File: config.mk
export PLATFORM = sky130hd
export DESIGN_NAME = dbus_wr_ctrl
export DESIGN_NICKNAME = d
export VERILOG_FILES = /design/src/rtl/dbus_wr_ctrl.sv
export SDC_FILE = /design/constraint.sdc
export NUM_CORES = 1
export LEC_CHECK = 0
export BUFFER_PORTS_ARGS = -buffer_cell sky130_fd_sc_hd__buf_2
export CAP_MARGIN = 20
export CORE_MARGIN = 1.5
export CORE_UTILIZATION = 45
export CTS_CLUSTER_SIZE = 28
export DETAILED_ROUTE_END_ITERATION = 6
export MAX_ROUTING_LAYER = met4
export PLACE_DENSITY = 0.62
export SLEW_MARGIN = 30
export SYNTH_ARGS = -nofsm -noshare
export SYNTH_HDL_FRONTEND = slang
export SYNTH_SLANG_ARGS = --single-unit
File: constraint.sdc
create_clock -name clk -period 10.45 [get_ports clk]
set_input_delay 0.5225 -clock clk [delete_from_list [all_inputs] [get_ports clk]]
set_output_delay 0.5225 -clock clk [all_outputs]
set_load 0.02 [all_outputs]
File: src/rtl/dbus_wr_ctrl.sv
module dbus_wr_ctrl #(
  parameter int          DW        = 16,
  parameter int          FDEPTH    = 8,
  parameter logic [31:0] COMP_CODE = 32'h0000_5A17,
  parameter logic [31:0] VERSION   = 32'h0003_0001,
  localparam int         FAW       = $clog2(FDEPTH)
) (
  input  logic          clk,
  input  logic          rst_n,
  input  logic          reg_wr,
  input  logic          reg_rd,
  input  logic [2:0]    reg_addr,
  input  logic [31:0]   reg_wdata,
  output logic [31:0]   reg_rdata,
  output logic [DW-1:0] bus_data,
  output logic          bus_wr_n,
  output logic          bus_dc
);

  typedef enum logic [1:0] {S_IDLE, S_STRB, S_HOLD} st_t;

  logic [3:0]  ctrl_q;
  logic [2:0]  div_f;
  logic [3:0]  tw0_f;
  logic [5:0]  tw1_f;
  logic [17:0] cnt_f;
  logic [9:0]  pick_f;
  logic [1:0]  idp;

  wire en_q   = ctrl_q[0];
  wire srst_q = ctrl_q[1];
  wire stop_q = ctrl_q[2];
  wire dsel_q = ctrl_q[3];

  logic unused_wbits;
  assign unused_wbits = ^reg_wdata[31:18];

  wire wr_id   = reg_wr && reg_addr == 3'd0;
  wire wr_ctrl = reg_wr && reg_addr == 3'd1;
  wire wr_fifo = reg_wr && reg_addr == 3'd5;
  wire start   = wr_ctrl && stop_q && !reg_wdata[2] && !reg_wdata[1];

  always_ff @(posedge clk or negedge rst_n) begin
    if (!rst_n) begin
      ctrl_q <= 4'b0100;
      div_f  <= '0;
      tw0_f  <= '0;
      tw1_f  <= '0;
      cnt_f  <= '0;
      pick_f <= '0;
    end else if (reg_wr) begin
      case (reg_addr)
        3'd1: ctrl_q <= reg_wdata[3:0];
        3'd2: begin
          div_f <= reg_wdata[2:0];
          tw0_f <= reg_wdata[7:4];
          tw1_f <= reg_wdata[13:8];
        end
        3'd3: cnt_f  <= reg_wdata[17:0];
        3'd4: pick_f <= reg_wdata[9:0];
        default: ;
      endcase
    end
  end

  // transmit FIFO
  logic [DW-1:0] mem [FDEPTH];
  logic [FAW-1:0] wp, rp;
  logic [FAW:0]   fcnt;
  logic           launch;

  wire f_empty = fcnt == '0;
  wire f_full  = fcnt == (FAW+1)'(FDEPTH);
  wire push    = wr_fifo && !f_full && !srst_q;

  always_ff @(posedge clk) if (push) mem[wp] <= reg_wdata[DW-1:0];

  always_ff @(posedge clk or negedge rst_n) begin
    if (!rst_n) begin
      wp <= '0; rp <= '0; fcnt <= '0;
    end else if (srst_q) begin
      wp <= '0; rp <= '0; fcnt <= '0;
    end else begin
      if (push)   wp <= (wp == FAW'(FDEPTH-1)) ? '0 : wp + 1'b1;
      if (launch) rp <= (rp == FAW'(FDEPTH-1)) ? '0 : rp + 1'b1;
      fcnt <= fcnt + (FAW+1)'(push) - (FAW+1)'(launch);
    end
  end

  // functional clock divider
  logic [2:0] divc;
  wire run  = en_q && !srst_q;
  wire tick = run && divc == div_f;

  always_ff @(posedge clk or negedge rst_n) begin
    if (!rst_n)    divc <= '0;
    else if (!run || tick) divc <= '0;
    else           divc <= divc + 1'b1;
  end

  // cycle engine
  st_t         st;
  logic [5:0]  phc;
  logic [17:0] rem;
  logic        active;

  wire hold_end = st == S_HOLD && phc == '0;
  assign launch = tick && active && !f_empty && !stop_q &&
                  (st == S_IDLE || (hold_end && rem != '0));

  always_ff @(posedge clk or negedge rst_n) begin
    if (!rst_n) begin
      st <= S_IDLE; phc <= '0; rem <= '0; active <= 1'b0;
      bus_wr_n <= 1'b1; bus_data <= '0; bus_dc <= 1'b0;
    end else if (srst_q) begin
      st <= S_IDLE; phc <= '0; active <= 1'b0; bus_wr_n <= 1'b1;
    end else begin
      if (launch) begin
        st       <= S_STRB;
        phc      <= {2'b00, tw0_f};
        bus_wr_n <= 1'b0;
        bus_data <= mem[rp];
        bus_dc   <= dsel_q;
        if (st == S_HOLD) rem <= rem - 1'b1;
      end else if (tick) begin
        case (st)
          S_STRB:
            if (phc == '0) begin
              st <= S_HOLD; phc <= tw1_f; bus_wr_n <= 1'b1;
            end else phc <= phc - 1'b1;
          S_HOLD:
            if (phc == '0) begin
              st <= S_IDLE;
              if (rem == '0) active <= 1'b0;
              else           rem <= rem - 1'b1;
            end else phc <= phc - 1'b1;
          default: ;
        endcase
      end
      if (start) begin
        active <= 1'b1;
        rem    <= cnt_f;
      end
    end
  end

  // register read port and identification sequence
  logic [31:0] id_val;
  always_comb
    case (idp)
      2'd0:    id_val = 32'h5555_5555;
      2'd1:    id_val = 32'hAAAA_AAAA;
      2'd2:    id_val = COMP_CODE;
      default: id_val = VERSION;
    endcase

  always_ff @(posedge clk or negedge rst_n) begin
    if (!rst_n) idp <= '0;
    else if (wr_id) idp <= '0;
    else if (reg_rd && reg_addr == 3'd0 && idp != 2'd3) idp <= idp + 1'b1;
  end

  always_ff @(posedge clk or negedge rst_n) begin
    if (!rst_n) reg_rdata <= '0;
    else if (reg_rd)
      case (reg_addr)
        3'd0: reg_rdata <= id_val;
        3'd1: reg_rdata <= {28'd0, ctrl_q};
        3'd2: reg_rdata <= {18'd0, tw1_f, tw0_f, 1'b0, div_f};
        3'd3: reg_rdata <= {14'd0, cnt_f};
        3'd4: reg_rdata <= {22'd0, pick_f};
        3'd6: reg_rdata <= {29'd0, f_full, f_empty, !active};
        default: reg_rdata <= '0;
      endcase
  end

endmodule

==> flow_summary.toml, run 1 <==
[detailed_routing]
vias = 7134
drc = 0
wl_per_cell_um = 20.2
initialDrtViolationCount = 627
ant_nets = 0
routed_wl_um = 25500
first_pass_iters = 5
vias_per_cell = 5.65

[cts]
clk_transition_reported_paths_ns = 0.06
root_buffer = "clkbuf_16"
htreeDepth = 1
cts_resized = 0
cts_setup_buffers = 0
insertion_delay_ns = 0.54
clock_path_buffers = 3
cts_buffers = 27
cts_tree = "yes"
clock_sinks = 253
hold_buffers = 1

[grt]
grt_pass1_vias = 7304
grtUsageTotal_pct = 20.5
grt.overflow.total = 0
grt_antenna_before_repair = 0
grt_pass1_wl_um = 40600
grt_max_degree = 64

[logic_synthesis]
yosys.area_share.adder_pct = 2.69
syn_area_per_cell_um2 = 13.5
synth_xor_area_share_pct = 0.459
synthTopCellsByArea = "edfxtp_1 34%, dfrtp_1 27%, mux4_2 6.5%"
synth_area_mm2 = 0.0115
ys_seq_elements = 253
async_flop_share_pct = 49.4
synth_top_family_by_area = "multiplexers"
synthFlopType = "edfxtp_1"
synth_top_area_share_pct = 33.6
synth-simple-area-share_pct = 7.80
yosysSeqAreaShare_pct = 60.9
synth_cell_types = 66
yosysTopAreaCell = "edfxtp_1"
muxShareOfSynthArea_pct = 13.1
yosys_warnings = 0
syn_inst = 851
synth_compound_area_share_pct = 10.9
synth_edf_count = 128
syn_nets = 914

[placement]
gp_congestion = 0.851
dp_cells = 1211
dpl_cell_area_mm2 = 0.0121
dpl.hpwl_um = 16600
port_buffers = 74

[timing]
finalCriticalPeriod_ns = 3.92
slew_headroom_pct = 33.8
fin_skew_ns = 0.00851
slew_viol_final = 0
tightest_slew_ns = 0.991
fin_crit_sh_pct = 37.6
max_freq_mhz = 255
rsz0062_at_grt = "false"
setup_viol = 0
finalHoldViolations = 0
setup_tns_ns = 0

[worst_setup_path]
r2r_slack_ns = 6.53
cp_max_fo = 25
worst_setup_path_start_kind = "register"
crit_required_ns = 10.87
path_class = "register to register"
crit_path_end_kind = "register"
critPathArrivalTime_ns = 4.34

[floorplan]
io_pins = 89
chipHeight_um = 163
rows = 58
die_w_um = 163
initial_core_util_pct = 45.6
dieArea_mm2 = 0.0264
coreArea_mm2 = 0.0251

[layout]
nets = 974
diodes = 0
multi_input_area_mm2 = 0.00407
stdcell_area_mm2 = 0.0130
layout_commonest_cell = "edfxtp_1"
area_delta_synth_final_pct = 13.6
final_util_pct = 51.8
drive_gt1_share_pct = 27.7
layout.cells.non_filler = 1262
layout_common_cells = "128 x edfxtp_1, 120 x dfrtp_1, 75 x a21oi_1, 73 x buf_2"
fillCellCount = 2188
regArea_mm2 = 0.00698

[run_status]
status = "complete, no violations"

[power_and_ir_drop]
p_total_mw = 2.30
p_leak_nw = 4.93
vdd_drop_max_mv = 0.114
p_per_area_mw_per_mm2 = 177

[job]
cap_violations = 0

[worst_hold_path]
hp-class = "primary input to register"
==> per-layer routing <==
metal  vias to the layer above  global-route usage (%)  share of wire [%]
li1                       3298                       -                  -
met1                      3584                    27.7                 45
met2                       208                    33.4                 48
met3                        44                    2.50                4.4
met4                         0                    4.80                2.1
met5                         -                       -                  0
==> cells in the mapped netlist (all sizes together), types with 2 or more instances <==
library cell	number
nor2b	6
nor4	6
nor2	49
a2111oi	4
a211oi	4
nand4	6
dfrtp	123
xor2	3
o21ai	44
nor4b	5
inv	43
nand3	18
xnor2	3
nand2b	4
nor3b	6
dfstp	2
mux4	33
buf	35
o2bb2ai	3
mux2	49
or3	4
a31oi	7
nand2	37
edfxtp	128
o22ai	19
nand3b	2
and3	7
mux2i	21
ha	23
a22oi	7
a21oi	91
nor3	13
clkbuf	25
o31ai	3
==> sequential cells by signal, summed over array words and instances (netlist names), 4 cells and up <==
name and cells:
tw1_f 6, ctrl_q 4, cnt_f 18, rem 18, fcnt 4, mem 128
bus_data 16, tw0_f 4, reg_rdata 20, pick_f 10, phc 6
==> path summary, 6_finish.rpt <==
path,cells after the start,startpoint,to
max in group asynchronous,3,rst_n,rem[5]$_DFFE_PN0P_
min reg2reg,1,divc[0]$_DFF_PN0_,divc[0]$_DFF_PN0_
min,2,reg_wdata[16],cnt_f[16]$_DFFE_PN0P_
min in group asynchronous,2,rst_n,bus_data[0]$_DFFE_PN0P_
max reg2reg,13,st[0]$_DFFE_PN0P_,fcnt[3]$_DFF_PN0_
max,13,st[0]$_DFFE_PN0P_,fcnt[3]$_DFF_PN0_
==> final cells by class <==
cell class | instances | area share (%)
clock buffer | 34 | 5.40
clock inverter | 16 | 1.35
inverter | 43 | 1.26
multi-input combinational | 495 | 31.3
sequential | 253 | 53.7
tap | 330 | 3.17
timing repair buffer | 91 | 3.90
==> power breakdown <==
part	internal, mW	switching (mW)	leakage (nW)
registers	1.10	0.0458	2.71
logic	0.0805	0.125	1.79
clock network	0.554	0.392	0.436
total	1.74	0.562	4.93
==> worst max-delay path: stages (launching register included) <==
cell and delay, ns:
dfrtp_1 0.38, inv_1 0.11, ha_1 0.65, nand3_1 0.28, o21ai_4 0.64, nand2_4 0.19, inv_4 0.40, ha_1 0.24
inv_1 0.07, ha_1 0.28, a21o_1 0.16, a21oi_1 0.19, xnor2_1 0.14, nor2_1 0.05
==> cells by family (layout without fill, tap and decap cells) <==
family / count (synthesis) / after routing
flops: 253 / 253
compound gates: 194 / 194
simple gates: 168 / 168
mux: 103 / 103
buf+inv: 103 / 184
fa+ha+maj: 24 / 24
xor+xnor: 6 / 6
==> through the flow <==
stage,setup WS [ns],hold WS (ns)
after floorplan,6.97,0.227
after global placement,6.40,0.471
after detailed placement,6.57,0.483
after CTS,6.53,0.192
after global routing,6.21,0.213
final,6.53,0.213
No activity file was read; power rests on OpenSTA's default activity.
==> run 2, diff against run 1 <==
--- a/config.mk
+++ b/config.mk
@@ -12,7 +12,7 @@
 export CTS_CLUSTER_SIZE = 28
 export DETAILED_ROUTE_END_ITERATION = 6
 export MAX_ROUTING_LAYER = met4
-export PLACE_DENSITY = 0.62
+export PLACE_DENSITY = 0.64
 export SLEW_MARGIN = 30
 export SYNTH_ARGS = -nofsm -noshare
 export SYNTH_HDL_FRONTEND = slang
==> constraint.sdc (replaced) <==
create_clock -name clk -period 3.4 [get_ports clk]
set_input_delay 0.17 -clock clk [delete_from_list [all_inputs] [get_ports clk]]
set_output_delay 0.17 -clock clk [all_outputs]
set_load 0.02 [all_outputs]
==> run 2 against run 1 <==
  * Clock-buffer cell count grew 7
  * Clock skew up 0.012 ns
  * Sequential power rose to 3.1 times the previous value
  * Critical path depth fell by 1
  * Clock power grew to 3.3 times the previous value
  * Final area rose by 2.5%
  * Final cell count grew 2.3%
  * Combinational power grew to 3.2 times the previous value
  * Wire length is 2.2% higher
  * Non-clock buffer count up 29
  * Critical endpoint is now fcnt[2]$_DFF_PN0_
==> flow_summary.toml, run 2 (same netlist as run 1, synthesis figures left out) <==
[cts]
htreeDepth = 1
clock_path_buffers = 3
cts_tree = "yes"
hold_buffers = 18
cts_buffers = 27
cts_resized = 0
clock_sinks = 253
cts_setup_buffers = 0
root_buffer = "clkbuf_16"
clk_transition_reported_paths_ns = 0.06
insertion_delay_ns = 0.55

[power_and_ir_drop]
vdd_drop_max_mv = 0.325
p_per_area_mw_per_mm2 = 547
power.internal_mw = 5.53
p_total_mw = 7.29
clkPwrFrac_pct = 42.5
power.switching_mw = 1.75
p_comb_share_pct = 9.0
p_seq_share_pct = 48.5
p_leak_nw = 5.09
switching_share_pct = 24.1

[worst_hold_path]
hp-class = "primary input to register"

[placement]
gp_congestion = 0.952
dp_cells = 1223
place_ws_ns = 0.382
port_buffers = 74
dpl.hpwl_um = 16900

[layout]
final_util_pct = 53.1
reg_top3 = "mem x128, reg_rdata x20"
layout_common_cells = "128 x edfxtp_1, 122 x dfrtp_1, 75 x a21oi_1, 73 x buf_2"
fillCellCount = 2120
layout_commonest_cell = "edfxtp_1"
layout.cells.non_filler = 1291
largest_register_ffs = 128
area_delta_synth_final_pct = 16.4
drive_gt1_share_pct = 28.1
regMostFlops = "mem"
diodes = 0
nets = 1003

[worst_setup_path]
worst_setup_path_start_kind = "register"
worst_path_max_delay_cell = "dfrtp_1"
crit_path_end_kind = "register"
cp.buffers_inverters = 2
critPathArrivalTime_ns = 3.43
r2r_slack_ns = 0.39
path_delay_family = "simple AND/OR/NAND/NOR gates"
crit_top_cell = "ha_1"
crit_required_ns = 3.82
cp_max_fo = 7
cp_slowest_stage_delay_ns = 0.47
path_class = "register to register"
worstPathCellList = "nor4_4 > and3_1 > nor4b_4 > o21ai_2 > nand2_4 > inv_4 > ha_1 > inv_1 > ha_1 > fa_1 > xnor2_1 > nor2_1"

[floorplan]
die_w_um = 163
coreArea_mm2 = 0.0251
io_pins = 89
rows = 58
chipHeight_um = 163
dieArea_mm2 = 0.0264
initial_core_util_pct = 45.6

[detailed_routing]
first_pass_iters = 4
initialDrtViolationCount = 540
wl_per_cell_um = 20.1
dr.max_layer_used = "met4"
wl_met3_um = 1200
ant_nets = 0
vias = 7199
vias_per_cell = 5.58
wl_met2_um = 12500
drc = 0
routed_wl_um = 26000
wl_met1_um = 11600

[run_status]
status = "complete, no violations"

[grt]
grtUsageTotal_pct = 20.8
grt.overflow.total = 0
grt_pass1_vias = 7331
grt_pass1_wl_um = 40900
grt_antenna_before_repair = 0
grt_max_degree = 75

[timing]
max_freq_mhz = 332
rsz0062_at_grt = "false"
fin_skew_ns = 0.0202
finalCriticalPeriod_ns = 3.01
tightest_slew_ns = 0.954
setup_viol = 0
slew_viol_final = 0
slew_headroom_pct = 36.4
finalHoldViolations = 0
fin_ws_ns = 0.388
fin_crit_sh_pct = 88.6
setup_tns_ns = 0

[job]
cap_violations = 0
==> run 2: cell type report <==
type / instances / area [um2] / area share, %
sequential: 253 / 6980 / 52.3
clock inverter: 9 / 140 / 1.05
clock buffer: 41 / 810 / 6.07
tap: 330 / 413 / 3.10
inverter: 43 / 164 / 1.23
multi-input combinational: 495 / 4050 / 30.4
timing repair buffer: 120 / 779 / 5.85
==> run 2: final timing paths <==
path / start / to / depth (start not counted)
max reg2reg: rem[4]$_DFFE_PN0P_ / fcnt[2]$_DFF_PN0_ / 12
min in group asynchronous: rst_n / bus_data[0]$_DFFE_PN0P_ / 2
min: reg_wdata[0] / mem[5][0]$_DFFE_PP_ / 1
max in group asynchronous: rst_n / reg_rdata[10]$_DFFE_PN0P_ / 3
min reg2reg: divc[0]$_DFF_PN0_ / divc[0]$_DFF_PN0_ / 1
max: rem[4]$_DFFE_PN0P_ / fcnt[2]$_DFF_PN0_ / 12
==> run 2: per-stage QoR <==
| stage | hold slack (ns) | area (um2) |
|---|---|---|
| floorplan | -0.126 | 11500 |
| global placement | 0.264 | 12200 |
| detailed placement | 0.263 | 12200 |
| CTS | 0.00451 | 13300 |
| global route | 0.0169 | 13300 |
| finish | 0.0222 | 13300 |
==> run 2: worst reg2reg max path, cell delays in order, from the launching register on <==
cell	delay, ns
dfrtp_1	0.47
nor4_4	0.39
and3_1	0.28
nor4b_4	0.35
o21ai_2	0.13
nand2_4	0.14
inv_4	0.04
ha_1	0.27
inv_1	0.04
ha_1	0.20
fa_1	0.38
xnor2_1	0.16
nor2_1	0.05
==> run 2: metal layers <==
layer | track usage, % | vias to the layer above
li1 | - | 3350
met1 | 27.6 | 3619
met2 | 33.7 | 184
met3 | 2.60 | 46
met4 | 5.92 | 0
met5 | - | -
==> run 2: power by group through the flow <==
| stage | logic (mW) | clock network, mW | registers, mW |
|---|---|---|---|
| after floorplan | 0.387 | 0 | 3.57 |
| after CTS | 0.665 | 3.14 | 3.53 |
| after detailed placement | 0.646 | 0 | 3.59 |
| final | 0.656 | 3.10 | 3.54 |
| after global placement | 0.635 | 0 | 3.59 |
| after global routing | 0.720 | 3.27 | 3.55 |
